`src/rtl/adc_spi_pkg.sv`:
```
package adc_spi_pkg;
  localparam int unsigned BYTE_W  = 8;
  localparam int unsigned N_BYTES = 3;
  localparam int unsigned FRAME_W = BYTE_W * N_BYTES;
  localparam int unsigned HALFS   = 2 * FRAME_W;
  localparam int unsigned HCNT_W  = $clog2(HALFS);
  localparam int unsigned RES_W   = 12;
  localparam int unsigned CH_W    = 3;

  typedef enum logic {ST_IDLE, ST_RUN} host_state_e;

  // start bit, channel, polarity, input type, external clock mode code
  function automatic logic [BYTE_W-1:0] build_cmd(logic [CH_W-1:0] ch,
                                                  logic uni, logic sgl);
    return {1'b1, ch, uni, sgl, 2'b11};
  endfunction
endpackage

```
`src/rtl/adc_spi_tick.sv`:
```
module adc_spi_tick #(
  parameter int unsigned DIV_W = 16
) (
  input  logic             clk_i,
  input  logic             rst_ni,
  input  logic             run_i,
  input  logic [DIV_W-1:0] lim_i,
  output logic             tick_o
);
  logic [DIV_W-1:0] cnt_q;

  assign tick_o = run_i && (cnt_q == lim_i - 1'b1);

  always_ff @(posedge clk_i or negedge rst_ni) begin
    if (!rst_ni)     cnt_q <= '0;
    else if (!run_i) cnt_q <= '0;
    else if (tick_o) cnt_q <= '0;
    else             cnt_q <= cnt_q + 1'b1;
  end
endmodule

```
`src/rtl/adc_spi_shift.sv`:
```
module adc_spi_shift #(
  parameter int unsigned W = 24
) (
  input  logic         clk_i,
  input  logic         rst_ni,
  input  logic         load_i,
  input  logic [W-1:0] load_data_i,
  input  logic         shift_i,
  input  logic         sample_i,
  input  logic         clear_i,
  input  logic         miso_i,
  output logic         mosi_o,
  output logic [W-1:0] rx_o
);
  logic [W-1:0] tx_q, rx_q;

  always_ff @(posedge clk_i or negedge rst_ni) begin
    if (!rst_ni)       tx_q <= '0;
    else if (load_i)   tx_q <= load_data_i;
    else if (clear_i)  tx_q <= '0;
    else if (shift_i)  tx_q <= {tx_q[W-2:0], 1'b0};
  end

  always_ff @(posedge clk_i or negedge rst_ni) begin
    if (!rst_ni)        rx_q <= '0;
    else if (sample_i)  rx_q <= {rx_q[W-2:0], miso_i};
  end

  assign mosi_o = tx_q[W-1];
  assign rx_o   = rx_q;
endmodule

```
`src/rtl/adc_spi_host.sv`:
```
module adc_spi_host
  import adc_spi_pkg::*;
#(
  parameter int unsigned DIV_W = 16
) (
  input  logic               clk_i,
  input  logic               rst_ni,
  input  logic [DIV_W-1:0]   half_div_i,
  input  logic               req_i,
  input  logic [CH_W-1:0]    chan_i,
  input  logic               unipolar_i,
  input  logic               single_i,
  output logic               busy_o,
  output logic               done_o,
  output logic [RES_W-1:0]   result_o,
  output logic               sclk_o,
  output logic               cs_no,
  output logic               mosi_o,
  input  logic               miso_i
);
  localparam int unsigned LAST_HALF = HALFS - 1;
  // result sits after the first received byte plus one leading bit
  localparam int unsigned RES_LSB = FRAME_W - BYTE_W - 1 - RES_W;
  localparam int unsigned RES_MSB = RES_LSB + RES_W - 1;

  host_state_e       state_q;
  logic [DIV_W-1:0]  lim_q;
  logic [HCNT_W-1:0] hcnt_q;
  logic              sclk_q, done_q;
  logic [RES_W-1:0]  res_q;
  logic              tick, accept, rise, fall, finish;
  logic [FRAME_W-1:0] rx;

  assign accept = (state_q == ST_IDLE) && req_i;
  assign rise   = tick && !sclk_q;
  assign fall   = tick && sclk_q && (hcnt_q != HCNT_W'(LAST_HALF));
  assign finish = tick && sclk_q && (hcnt_q == HCNT_W'(LAST_HALF));

  adc_spi_tick #(.DIV_W(DIV_W)) u_tick (
    .clk_i  (clk_i),
    .rst_ni (rst_ni),
    .run_i  (state_q == ST_RUN),
    .lim_i  (lim_q),
    .tick_o (tick)
  );

  adc_spi_shift #(.W(FRAME_W)) u_shift (
    .clk_i       (clk_i),
    .rst_ni      (rst_ni),
    .load_i      (accept),
    .load_data_i ({build_cmd(chan_i, unipolar_i, single_i), {(FRAME_W-BYTE_W){1'b0}}}),
    .shift_i     (fall),
    .sample_i    (rise),
    .clear_i     (finish),
    .miso_i      (miso_i),
    .mosi_o      (mosi_o),
    .rx_o        (rx)
  );

  always_ff @(posedge clk_i or negedge rst_ni) begin
    if (!rst_ni) begin
      state_q <= ST_IDLE;
      lim_q   <= DIV_W'(1);
      hcnt_q  <= '0;
      sclk_q  <= 1'b0;
      done_q  <= 1'b0;
      res_q   <= '0;
    end else begin
      done_q <= 1'b0;
      unique case (state_q)
        ST_IDLE: if (accept) begin
          state_q <= ST_RUN;
          lim_q   <= (half_div_i == '0) ? DIV_W'(1) : half_div_i;
          hcnt_q  <= '0;
          sclk_q  <= 1'b0;
        end
        ST_RUN: if (tick) begin
          hcnt_q <= hcnt_q + 1'b1;
          if (finish) begin
            state_q <= ST_IDLE;
            sclk_q  <= 1'b0;
            done_q  <= 1'b1;
            res_q   <= rx[RES_MSB:RES_LSB];
          end else begin
            sclk_q <= !sclk_q;
          end
        end
        default: state_q <= ST_IDLE;
      endcase
    end
  end

  assign busy_o   = (state_q == ST_RUN);
  assign cs_no    = (state_q != ST_RUN);
  assign sclk_o   = sclk_q;
  assign done_o   = done_q;
  assign result_o = res_q;
endmodule

```
`config.mk`:
```
export PLATFORM = sky130hd
export DESIGN_NAME = adc_spi_host
export DESIGN_NICKNAME = d
export VERILOG_FILES = /design/src/rtl/adc_spi_pkg.sv /design/src/rtl/adc_spi_tick.sv /design/src/rtl/adc_spi_shift.sv /design/src/rtl/adc_spi_host.sv
export SDC_FILE = /design/constraint.sdc
export NUM_CORES = 1
export LEC_CHECK = 0
export ABC_AREA = 1
export BUFFER_PORTS_ARGS = -buffer_cell sky130_fd_sc_hd__buf_4
export CORE_AREA = 3 3 124 126
export CTS_CLUSTER_SIZE = 28
export DETAILED_ROUTE_END_ITERATION = 10
export DIE_AREA = 0 0 127 129
export SKIP_LAST_GASP = 1
export SYNTH_ARGS = -nofsm -noshare
export SYNTH_HDL_FRONTEND = slang
export SYNTH_HIERARCHICAL = 1
export SYNTH_SLANG_ARGS = --single-unit
```
`constraint.sdc`:
```
create_clock -name clk_i -period 3.4 [get_ports clk_i]
set_clock_uncertainty 0.1 [all_clocks]
set_input_delay 0.68 -clock clk_i [delete_from_list [all_inputs] [get_ports clk_i]]
set_output_delay 0.68 -clock clk_i [all_outputs]
set_load 0.02 [all_outputs]
```
==> results of run 1 <==
sequential cells by signal, summed over array words and instances, names as in the netlist:
name          cells
busy_o            1
done_o            1
hcnt_q            6
lim_q            16
result_o         12
sclk_o            1
u_shift/rx_o     15
u_shift/tx_q     24
u_tick/cnt_q     16
per-layer routing:
metal,vias up,wire length (um)
li1,2319,-
met1,1988,5880
met2,62,5200
met3,11,584
met4,0,127
met5,-,0
metrics by stage:
stage | area (sq um) | setup slack (ps) | total power [mW] | utilization [%]
3_5_place_dp | 5910 | 166 | 2.35 | 41.0
3_3_place_gp | 5910 | 253 | 2.35 | 41.0
4_1_cts | 6190 | 145 | 3.33 | 42.9
2_1_floorplan | 5420 | 451 | 2.12 | -
5_1_grt | 6260 | 2.87 | 3.55 | 43.4
6_report | 6260 | 333 | 3.31 | 43.4
how the worst max path moves through the flow:
stage                               from                      endpoint  cells past startpoint
floorplan           lim_q[0]$_DFFE_PN1P_  u_shift/tx_q[17]$_DFFE_PN0P_                     17
CTS                 lim_q[0]$_DFFE_PN1P_  u_shift/tx_q[10]$_DFFE_PN0P_                     17
detailed placement  lim_q[0]$_DFFE_PN1P_  u_shift/tx_q[10]$_DFFE_PN0P_                     17
global route        lim_q[0]$_DFFE_PN1P_   u_shift/tx_q[4]$_DFFE_PN0P_                     17
global placement    lim_q[0]$_DFFE_PN1P_  u_shift/tx_q[21]$_DFFE_PN0P_                     17
finish              lim_q[0]$_DFFE_PN1P_   u_shift/tx_q[1]$_DFFE_PN0P_                     17
worst max-delay path, stage by stage (launching register included):
cell and delay [ps]:
sky130_fd_sc_hd__dfstp_2 560, sky130_fd_sc_hd__inv_1 80, sky130_fd_sc_hd__ha_1 260, sky130_fd_sc_hd__xnor2_1 190
sky130_fd_sc_hd__xor2_1 210, sky130_fd_sc_hd__nand2_1 100, sky130_fd_sc_hd__nor3_1 190, sky130_fd_sc_hd__nand3_1 150
sky130_fd_sc_hd__nor2_4 170, sky130_fd_sc_hd__nand2_1 140, sky130_fd_sc_hd__nor4_2 230, sky130_fd_sc_hd__buf_4 150
sky130_fd_sc_hd__nor2_4 40, sky130_fd_sc_hd__buf_12 170, sky130_fd_sc_hd__nand2_1 90, sky130_fd_sc_hd__nand2_1 50
sky130_fd_sc_hd__nand2_1 50, sky130_fd_sc_hd__inv_1 30
power groups by stage:
| stage | clock (mW) | sequential (mW) | combinational, mW |
|---|---|---|---|
| after floorplan | 0 | 1.43 | 0.691 |
| after global placement | 0 | 1.46 | 0.883 |
| after detailed placement | 0 | 1.47 | 0.886 |
| after CTS | 0.988 | 1.45 | 0.892 |
| after global routing | 1.02 | 1.48 | 1.05 |
| final | 0.948 | 1.45 | 0.907 |
area by class of cell:
class | instances | area (sq um)
flip-flops and latches | 92 | 2300
multi-input cells | 532 | 2600
clock buffers | 13 | 260
clock inverters | 3 | 22.5
fillers | 1510 | 8170
inverters | 98 | 373
repair inverters | 1 | 7.51
well taps | 184 | 230
repair buffers | 57 | 457
timing repair:
item,in CTS,in global routing
resized for setup,0,8
hold endpoints to repair,0,0
setup endpoints to repair,0,38
buffers inserted,0,3
==> run summary, run 1 <==
GRT
- **met1 global-route usage** 21.2%
- **met3 global-route usage** 4.52%
- **total routing resource utilization after global routing** 15.2%
- **global-route wire length before repair** 20000 um
- **maximum number of pins on one net before global-route repair** 73
- **met2 Resource Use GR** 22.8%
- **total overflow reported by the global router** 0
- **number of antenna violations at the first check in global routing** 0
- **via count of the first global-routing pass** 4055
- **routing layer with the top usage in global route** met2

Final layout
- **diode count** 0
- **number of standard cells in the layout, taps in and fillers out** 980
- **fraction of final layout cells with drive strength greater than 1** 16.5%
- **most common cell after layout, fill and taps aside** sky130_fd_sc_hd__nand2_1
- **area added between synthesis and finish** 16.7%
- **Layout Nets** 819
- **commonest cells after routing, fill and taps aside** sky130_fd_sc_hd__nand2_1 (281), sky130_fd_sc_hd__dfrtp_1 (91), sky130_fd_sc_hd__inv_1 (89)

Power
- **share of power burned in combinational logic** 27.4%
- **cell area power density** 528 nW/um^2
- **Internal Power** 2.21 mW
- **LEAKAGE** 3.40 nW
- **relative contribution of the clock network to total power** 28.7%
- **part of the total power dissipated in sequential elements** 43.9%
- **net switching fraction of the power** 33.1%
- **total net switching power** 1.09 mW
- **worst vdd ir** 0.282 mV

STA
- **RSZ-0062 raised after global routing** no
- **accumulated negative setup slack** 0 ps
- **Final period util** 90.2%
- **worst hold slack** 113 ps
- **Max Fclk** 0.326 GHz
- **worst slew pin tran** 687 ps
- **final number of setup-violating endpoints** 0
- **number of pins with negative max-slew slack in the final report** 0
- **time the worst path needs with I/O delays and setup** 3070 ps
- **Slew HR** 54.1%
- **Hold Violations, Final** 0

CTS
- **Clock Sinks** 92
- **TritonCTS buffer count** 9
- **htree depth** 3
- **Clock Tree Buf Depth** 2
- **clock transition at the registers of the reported paths** 60 ps
- **library cell used as clock root buffer** sky130_fd_sc_hd__clkbuf_16
- **clock latency of the later-clocked register in the worst-skew pair** 350 ps
- **clock tree from TritonCTS** done
- **hold buffer count at CTS** 0

Critical path
- **critical register-to-register path startpoint** lim_q[0]$_DFFE_PN1P_
- **path type of the worst setup path** flop to flop
- **Critical Path AT** 3210 ps
- **required time of the critical path** 3540 ps
- **type of element capturing the critical path** flop
- **largest fanout on the critical path** 47
- **Critical Path Source Type** flop
- **number of cells on the worst reg-to-reg path** 17
- **r2r setup slk** 330 ps
- **RR Endpoint** u_shift/tx_q[1]$_DFFE_PN0P_

Routing
- **drt wl/cell** 12.0 um
- **detailed-router iteration count before antenna repair** 4
- **final routed wirelength across all metal layers** 11800 um
- **via count** 4380
- **Post-DRT Antenna Nets** 0
- **count of unresolved DRC violations after routing** 0
- **DRC marker count from the first detailed-route iteration** 255
- **number of vias per cell after detailed routing** 4.47

Die
- **Die Wd** 127 um
- **Std-Cell Core Area** 14400 sq um
- **Total Die Area** 16400 sq um
- **boundary pin count** 42
- **chip height** 129 um
- **number of rows created at floorplan** 44
- **initial core utilization** 37.2%

Min path
- **class of the tightest hold or removal check** input port to async pin

Placed design
- **detailed placer's ending HPWL** 8300 um
- **count of buffers from port buffering** 41
- **global placer's final weighted congestion** 0.870
- **post-placement cell count** 960

Logic synthesis
- **Synth Cell Area** 5360 sq um
- **number of cells produced by synthesis** 730
- **average size of a mapped cell** 7.34 sq um
- **total number of yosys warnings** 6

Run
- **# Max-Cap Violations** 0

Status
- **outcome** complete, no violations

(Power assumes the default switching activity.)
==> run 2: changes to the inputs <==
--- a/config.mk
+++ b/config.mk
@@ -7,10 +7,12 @@
 export LEC_CHECK = 0
 export ABC_AREA = 1
 export BUFFER_PORTS_ARGS = -buffer_cell sky130_fd_sc_hd__buf_4
-export CORE_AREA = 3 3 124 126
+export CORE_AREA = 3 3 101 103
 export CTS_CLUSTER_SIZE = 28
 export DETAILED_ROUTE_END_ITERATION = 10
-export DIE_AREA = 0 0 127 129
+export DIE_AREA = 0 0 104 106
+export MAX_ROUTING_LAYER = met4
+export PLACE_DENSITY = 0.79
 export SKIP_LAST_GASP = 1
 export SYNTH_ARGS = -nofsm -noshare
 export SYNTH_HDL_FRONTEND = slang
==> constraint.sdc (replaced) <==
create_clock -name clk_i -period 2.9 [get_ports clk_i]
set_clock_uncertainty 0.1 [all_clocks]
set_input_delay 0.58 -clock clk_i [delete_from_list [all_inputs] [get_ports clk_i]]
set_output_delay 0.58 -clock clk_i [all_outputs]
set_load 0.02 [all_outputs]
==> run 2 against run 1 <==
Cell area up 1.6%; critical path depth is 1 lower; final cell count shrank 3.2%; first-iteration DRC count is 24% higher; total power rose by 14%; global-route usage up 8.5 points; count of clock-buffer cells in the layout decreased by 4; die area is 33% lower; sequential share of layout area down 0.55 points; critical endpoint is now u_shift/tx_q[3]$_DFFE_PN0P_; largest cell class unchanged; largest power group unchanged.
==> run summary, run 2 (synthesized netlist as in run 1, its figures left out) <==
Die
- **initial core utilization** 57.7%
- **boundary pin count** 42
- **number of rows created at floorplan** 35
- **chip height** 106 um
- **Total Die Area** 11000 sq um
- **Die Wd** 104 um
- **Std-Cell Core Area** 9280 sq um

Power
- **LEAKAGE** 3.49 nW
- **worst vdd ir** 0.407 mV
- **cell area power density** 593 nW/um^2

GRT
- **global-route wire length before repair** 20900 um
- **number of antenna violations at the first check in global routing** 0
- **total overflow reported by the global router** 0
- **via count of the first global-routing pass** 4406
- **maximum number of pins on one net before global-route repair** 51
- **total routing resource utilization after global routing** 23.7%

STA
- **worst slew pin tran** 667 ps
- **number of pins with negative max-slew slack in the final report** 0
- **Hold Violations, Final** 0
- **Max Fclk** 0.356 GHz
- **time the worst path needs with I/O delays and setup** 2810 ps
- **Slew HR** 55.5%
- **RSZ-0062 raised after global routing** yes
- **Final period util** 96.9%
- **final number of setup-violating endpoints** 0
- **worst hold slack** 121 ps
- **final setup slack of the worst path** 88.6 ps

Critical path
- **Critical Path Source Type** flop
- **required time of the critical path** 3070 ps
- **path type of the worst setup path** flop to flop
- **critical register-to-register path startpoint** lim_q[0]$_DFFE_PN1P_
- **number of cells on the worst reg-to-reg path** 16
- **type of element capturing the critical path** flop
- **r2r setup slk** 90 ps
- **largest fanout on the critical path** 6
- **Critical Path AT** 2980 ps
- **RR Endpoint** u_shift/tx_q[3]$_DFFE_PN0P_

CTS
- **hold buffer count at CTS** 0
- **clock transition at the registers of the reported paths** 110 ps
- **clock latency of the later-clocked register in the worst-skew pair** 370 ps
- **TritonCTS buffer count** 9
- **Clock Tree Buf Depth** 2
- **htree depth** 3
- **Clock Sinks** 92
- **library cell used as clock root buffer** sky130_fd_sc_hd__clkbuf_8
- **clock tree from TritonCTS** done

Placed design
- **Setup Slack @ Placement** -227 ps
- **count of buffers from port buffering** 41
- **global placer's final weighted congestion** 0.901
- **detailed placer's ending HPWL** 8910 um

Min path
- **class of the tightest hold or removal check** input port to async pin

Final layout
- **commonest cells after routing, fill and taps aside** sky130_fd_sc_hd__nand2_1 (279), sky130_fd_sc_hd__dfrtp_1 (90), sky130_fd_sc_hd__inv_1 (89)
- **fraction of final layout cells with drive strength greater than 1** 20.0%
- **diode count** 0
- **most common cell after layout, fill and taps aside** sky130_fd_sc_hd__nand2_1
- **Layout Nets** 843
- **area added between synthesis and finish** 18.6%
- **top flop regs** u_shift/tx_q (24), lim_q (16), u_tick/cnt_q (16)
- **register ranked first by flip-flop count** u_shift/tx_q
- **flip-flop count of the largest register after layout** 24

Routing
- **count of unresolved DRC violations after routing** 0
- **number of vias per cell after detailed routing** 5.01
- **final routed wirelength across all metal layers** 12500 um
- **Post-DRT Antenna Nets** 0
- **detailed-router iteration count before antenna repair** 5
- **DRC marker count from the first detailed-route iteration** 315
- **via count** 4756
- **drt wl/cell** 13.2 um

Status
- **outcome** complete, no violations

Run
- **# Max-Cap Violations** 0

==> run 2: cell count changes in the layout (fill, tap and decap cells not counted), sizes merged <==
cell      before  now
buf           57   78
clkbuf        13    9
clkinv         4    5
clkinvlp       2    0
inv           96  100
nor2          66   70
==> run 2: through the flow <==
step,power (mW),setup TNS [ps],util [%],cells,instance area [sq um]
2_1_floorplan,2.49,0,-,747,5430
3_3_place_gp,2.77,-1460,64.6,926,6000
3_5_place_dp,2.82,-4990,64.6,926,6000
4_1_cts,3.73,0,67.4,945,6260
5_1_grt,4.04,-580,68.5,949,6360
6_report,3.77,0,68.5,949,6360
==> run 2: power by group <==
group / internal (mW) / leakage (nW) / total [mW] / switching [mW]
sequential: 1.52 / 1.20 / 1.71 / 0.195
combinational: 0.498 / 2.19 / 1.16 / 0.663
clock: 0.350 / 0.106 / 0.899 / 0.549
total: 2.36 / 3.49 / 3.77 / 1.41
==> run 2: routing by layer <==
layer / global-route usage [%] / share of wire, % / vias to the layer above
li1: - / - / 2381
met1: 32.6 / 45 / 2234
met2: 37.0 / 48 / 127
met3: 4.13 / 5.5 / 14
met4: 5.60 / 1.3 / 0
met5: - / 0 / -
==> run 2: final cells by class <==
type | count | area, sq um
multi-input combinational | 536 | 2690
sequential | 92 | 2300
clock buffer | 9 | 124
inverter | 98 | 369
clock inverter | 7 | 88.8
tap | 129 | 161
timing repair buffer | 78 | 618
fill | 800 | 2930
==> run 2: critical path, stage by stage (launching register included) <==
cell                      delay (ps)
sky130_fd_sc_hd__dfstp_2         550
sky130_fd_sc_hd__inv_2            50
sky130_fd_sc_hd__ha_4            260
sky130_fd_sc_hd__xor2_2          170
sky130_fd_sc_hd__nor3b_4         250
sky130_fd_sc_hd__nand2_1         100
sky130_fd_sc_hd__nor3_2          110
sky130_fd_sc_hd__nand3_1         110
sky130_fd_sc_hd__nor2_2          150
sky130_fd_sc_hd__nand2_2         100
sky130_fd_sc_hd__nor4_4          270
sky130_fd_sc_hd__buf_6           180
sky130_fd_sc_hd__nor2_2           90
sky130_fd_sc_hd__nand2_1          80
sky130_fd_sc_hd__nand2_1          50
sky130_fd_sc_hd__nand2_1          50
sky130_fd_sc_hd__inv_1            40
==> run 2: worst max path at each step <==
| stage | startpoint | end | slack (ps) | depth (start not counted) |
|---|---|---|---|---|
| finish | lim_q[0]$_DFFE_PN1P_ | u_shift/tx_q[3]$_DFFE_PN0P_ | 90 | 16 |
| global route | lim_q[0]$_DFFE_PN1P_ | u_shift/tx_q[7]$_DFFE_PN0P_ | -50 | 16 |
| CTS | lim_q[0]$_DFFE_PN1P_ | u_shift/tx_q[18]$_DFFE_PN0P_ | 30 | 16 |
| detailed placement | lim_q[0]$_DFFE_PN1P_ | u_shift/tx_q[3]$_DFFE_PN0P_ | -230 | 15 |
| global placement | lim_q[0]$_DFFE_PN1P_ | u_shift/tx_q[20]$_DFFE_PN0P_ | -70 | 15 |
| floorplan | lim_q[0]$_DFFE_PN1P_ | u_shift/tx_q[17]$_DFFE_PN0P_ | 40 | 17 |
==> run 2: repair_timing <==
action / CTS / global route
gates cloned: 1 / 3
resized for setup: 5 / 15
setup endpoints to repair: 33 / 53
pin swaps: 2 / 12
buffers inserted: 2 / 1
==> run 3: changes to the inputs <==
--- a/config.mk
+++ b/config.mk
@@ -7,12 +7,12 @@
 export LEC_CHECK = 0
 export ABC_AREA = 1
 export BUFFER_PORTS_ARGS = -buffer_cell sky130_fd_sc_hd__buf_4
-export CORE_AREA = 3 3 101 103
+export CORE_AREA = 3 3 98 100
 export CTS_CLUSTER_SIZE = 28
 export DETAILED_ROUTE_END_ITERATION = 10
-export DIE_AREA = 0 0 104 106
+export DIE_AREA = 0 0 101 103
 export MAX_ROUTING_LAYER = met4
-export PLACE_DENSITY = 0.79
+export PLACE_DENSITY = 0.84
 export SKIP_LAST_GASP = 1
 export SYNTH_ARGS = -nofsm -noshare
 export SYNTH_HDL_FRONTEND = slang
==> constraint.sdc (replaced) <==
create_clock -name clk_i -period 3.5 [get_ports clk_i]
set_clock_uncertainty 0.1 [all_clocks]
set_input_delay 0.7 -clock clk_i [delete_from_list [all_inputs] [get_ports clk_i]]
set_output_delay 0.7 -clock clk_i [all_outputs]
set_load 0.02 [all_outputs]
==> run 3 against run 2 <==
Total power decreased by 21%; clock power down 21%; hold slack improved by 160 ps; sequential power fell by 18%; combinational power decreased by 25%; final cell count shrank 5.3%; critical path depth is 2 lower.
==> run summary, run 3 (synthesized netlist as in run 1, its figures left out) <==
CTS
- **clock tree from TritonCTS** done
- **Clock Sinks** 92
- **Clock Tree Buf Depth** 2
- **htree depth** 3
- **hold buffer count at CTS** 0
- **TritonCTS buffer count** 9
- **clock latency of the later-clocked register in the worst-skew pair** 360 ps
- **clock transition at the registers of the reported paths** 100 ps
- **library cell used as clock root buffer** sky130_fd_sc_hd__clkbuf_8

Placed design
- **global placer's final weighted congestion** 0.948
- **detailed placer's ending HPWL** 8220 um
- **count of buffers from port buffering** 41
- **Setup Slack @ Placement** 162 ps
- **Placed Area** 5760 sq um

Routing
- **detailed-router iteration count before antenna repair** 7
- **Post-DRT Antenna Nets** 0
- **DRC marker count from the first detailed-route iteration** 299
- **via count** 4608
- **number of vias per cell after detailed routing** 5.13
- **drt wl/cell** 12.9 um
- **count of unresolved DRC violations after routing** 0
- **final routed wirelength across all metal layers** 11600 um

Critical path
- **most repeated library cell on the critical path** sky130_fd_sc_hd__nand2_1
- **delay of the slowest critical-path stage** 570 ps
- **Critical Path, Cell by Cell** inv_1 -> ha_1 -> xnor2_1 -> xor2_1 -> nand2_1 -> nor3_1 -> nand3_1 -> nor2_1 -> nand2_1 -> nor4_4 -> nor2_2 -> nand3b_1 -> nand2_1 -> inv_1
- **Critical Path Source Type** flop
- **type of element capturing the critical path** flop
- **largest fanout on the critical path** 23
- **Slowest cell on crit path** sky130_fd_sc_hd__dfstp_2
- **r2r setup slk** 290 ps
- **required time of the critical path** 3710 ps
- **Critical Path AT** 3420 ps
- **path type of the worst setup path** flop to flop

GRT
- **global-route wire length before repair** 19600 um
- **total overflow reported by the global router** 0
- **via count of the first global-routing pass** 4412
- **maximum number of pins on one net before global-route repair** 53
- **total routing resource utilization after global routing** 24.0%
- **number of antenna violations at the first check in global routing** 0

STA
- **final number of setup-violating endpoints** 0
- **Slew HR** 41.7%
- **number of pins with negative max-slew slack in the final report** 0
- **final setup slack of the worst path** 287 ps
- **worst hold slack** 281 ps
- **Hold Violations, Final** 0
- **Final period util** 91.8%
- **worst slew pin tran** 874 ps
- **Max Fclk** 0.311 GHz
- **time the worst path needs with I/O delays and setup** 3210 ps

Power
- **cell area power density** 498 nW/um^2
- **worst vdd ir** 0.334 mV
- **LEAKAGE** 3.33 nW

Final layout
- **top flop regs** u_shift/tx_q (24), lim_q (16), u_tick/cnt_q (16)
- **register area** 2300 sq um
- **post-layout instance area** 6020 sq um
- **area added between synthesis and finish** 12.3%
- **register ranked first by flip-flop count** u_shift/tx_q
- **flip-flop count of the largest register after layout** 24
- **multi-input gate area in the final layout** 2610 sq um
- **commonest cells after routing, fill and taps aside** sky130_fd_sc_hd__nand2_1 (281), sky130_fd_sc_hd__dfrtp_1 (91), sky130_fd_sc_hd__inv_1 (89)
- **fraction of final layout cells with drive strength greater than 1** 16.1%
- **diode count** 0
- **most common cell after layout, fill and taps aside** sky130_fd_sc_hd__nand2_1
- **Layout Nets** 814
- **fill cell total of the finished layout** 706

Status
- **outcome** complete, no violations

Die
- **initial core utilization** 61.2%
- **chip height** 103 um
- **number of rows created at floorplan** 34
- **Std-Cell Core Area** 8760 sq um
- **Total Die Area** 10400 sq um
- **boundary pin count** 42
- **Die Wd** 101 um

Min path
- **class of the tightest hold or removal check** input port to async pin

Run
- **# Max-Cap Violations** 0

## run 3: changes by cell type in the layout (fill, tap and decap cells not counted), sizes merged
cell	previous run	this run
clkinvlp	0	3
clkinv	5	4
buf	78	51
inv	100	99
nor2	70	67
## run 3: cell type report
cell class / count / share of cell area [%]
Tap cell: 108 / 2.25
Sequential cell: 92 / 38.3
Clock buffer: 9 / 2.06
Multi-Input combinational cell: 533 / 43.4
Timing Repair inverter: 1 / 0.125
Timing Repair Buffer: 51 / 6.36
Clock inverter: 7 / 1.33
Inverter: 98 / 6.20
## run 3: worst max-delay path: cells and delay by family, from the launching register on
family / cells / cell delay, ps
buffers and inverters: 2 / 140
AND/OR/NAND/NOR: 9 / 1690
flip-flops: 1 / 570
XOR/XNOR: 2 / 410
adder cells (fa/ha/maj): 1 / 260
## run 3: stage by stage
step / power [mW] / TNS (ps) / util [%] / std cells
after floorplan: 2.06 / 0 / - / 747
after global placement: 2.24 / 0 / 65.7 / 880
after detailed placement: 2.28 / 0 / 65.7 / 880
after CTS: 3.00 / 0 / 68.0 / 896
after global routing: 3.22 / -15.3 / 68.7 / 899
final: 3.00 / 0 / 68.7 / 899
## run 3: worst paths after layout
kind,start,end,cells after the start
worst max-delay path,lim_q[0]$_DFFE_PN1P_,u_shift/tx_q[17]$_DFFE_PN0P_,14
worst min-delay path,rst_ni,u_shift/tx_q[2]$_DFFE_PN0P_,1
worst max register to register,lim_q[0]$_DFFE_PN1P_,u_shift/tx_q[17]$_DFFE_PN0P_,14
worst min register to register,hcnt_q[5]$_DFFE_PN0P_,hcnt_q[5]$_DFFE_PN0P_,1
max in group asynchronous,rst_ni,lim_q[0]$_DFFE_PN1P_,2
min in group clk_i,hcnt_q[5]$_DFFE_PN0P_,hcnt_q[5]$_DFFE_PN0P_,1
## run 3: report_power, final
group / internal, mW / leakage (nW) / switching (mW)
Sequential: 1.26 / 1.20 / 0.158
Clock: 0.284 / 0.0994 / 0.427
Combinational: 0.350 / 2.03 / 0.520
## run 3: what timing repair did
| action | CTS | global route |
|---|---|---|
| buffers inserted | 0 | 1 |
| resized for setup | 0 | 7 |
| setup endpoints to repair | 0 | 24 |
## run 3: per-layer routing
layer / part of all wire (%) / GRT usage (%) / vias up
met2: 50 / 38.6 / 118
met4: 1.8 / 7.57 / 0
li1: - / - / 2316
met5: 0 / - / -
met1: 44 / 31.2 / 2158
met3: 4.5 / 4.19 / 16
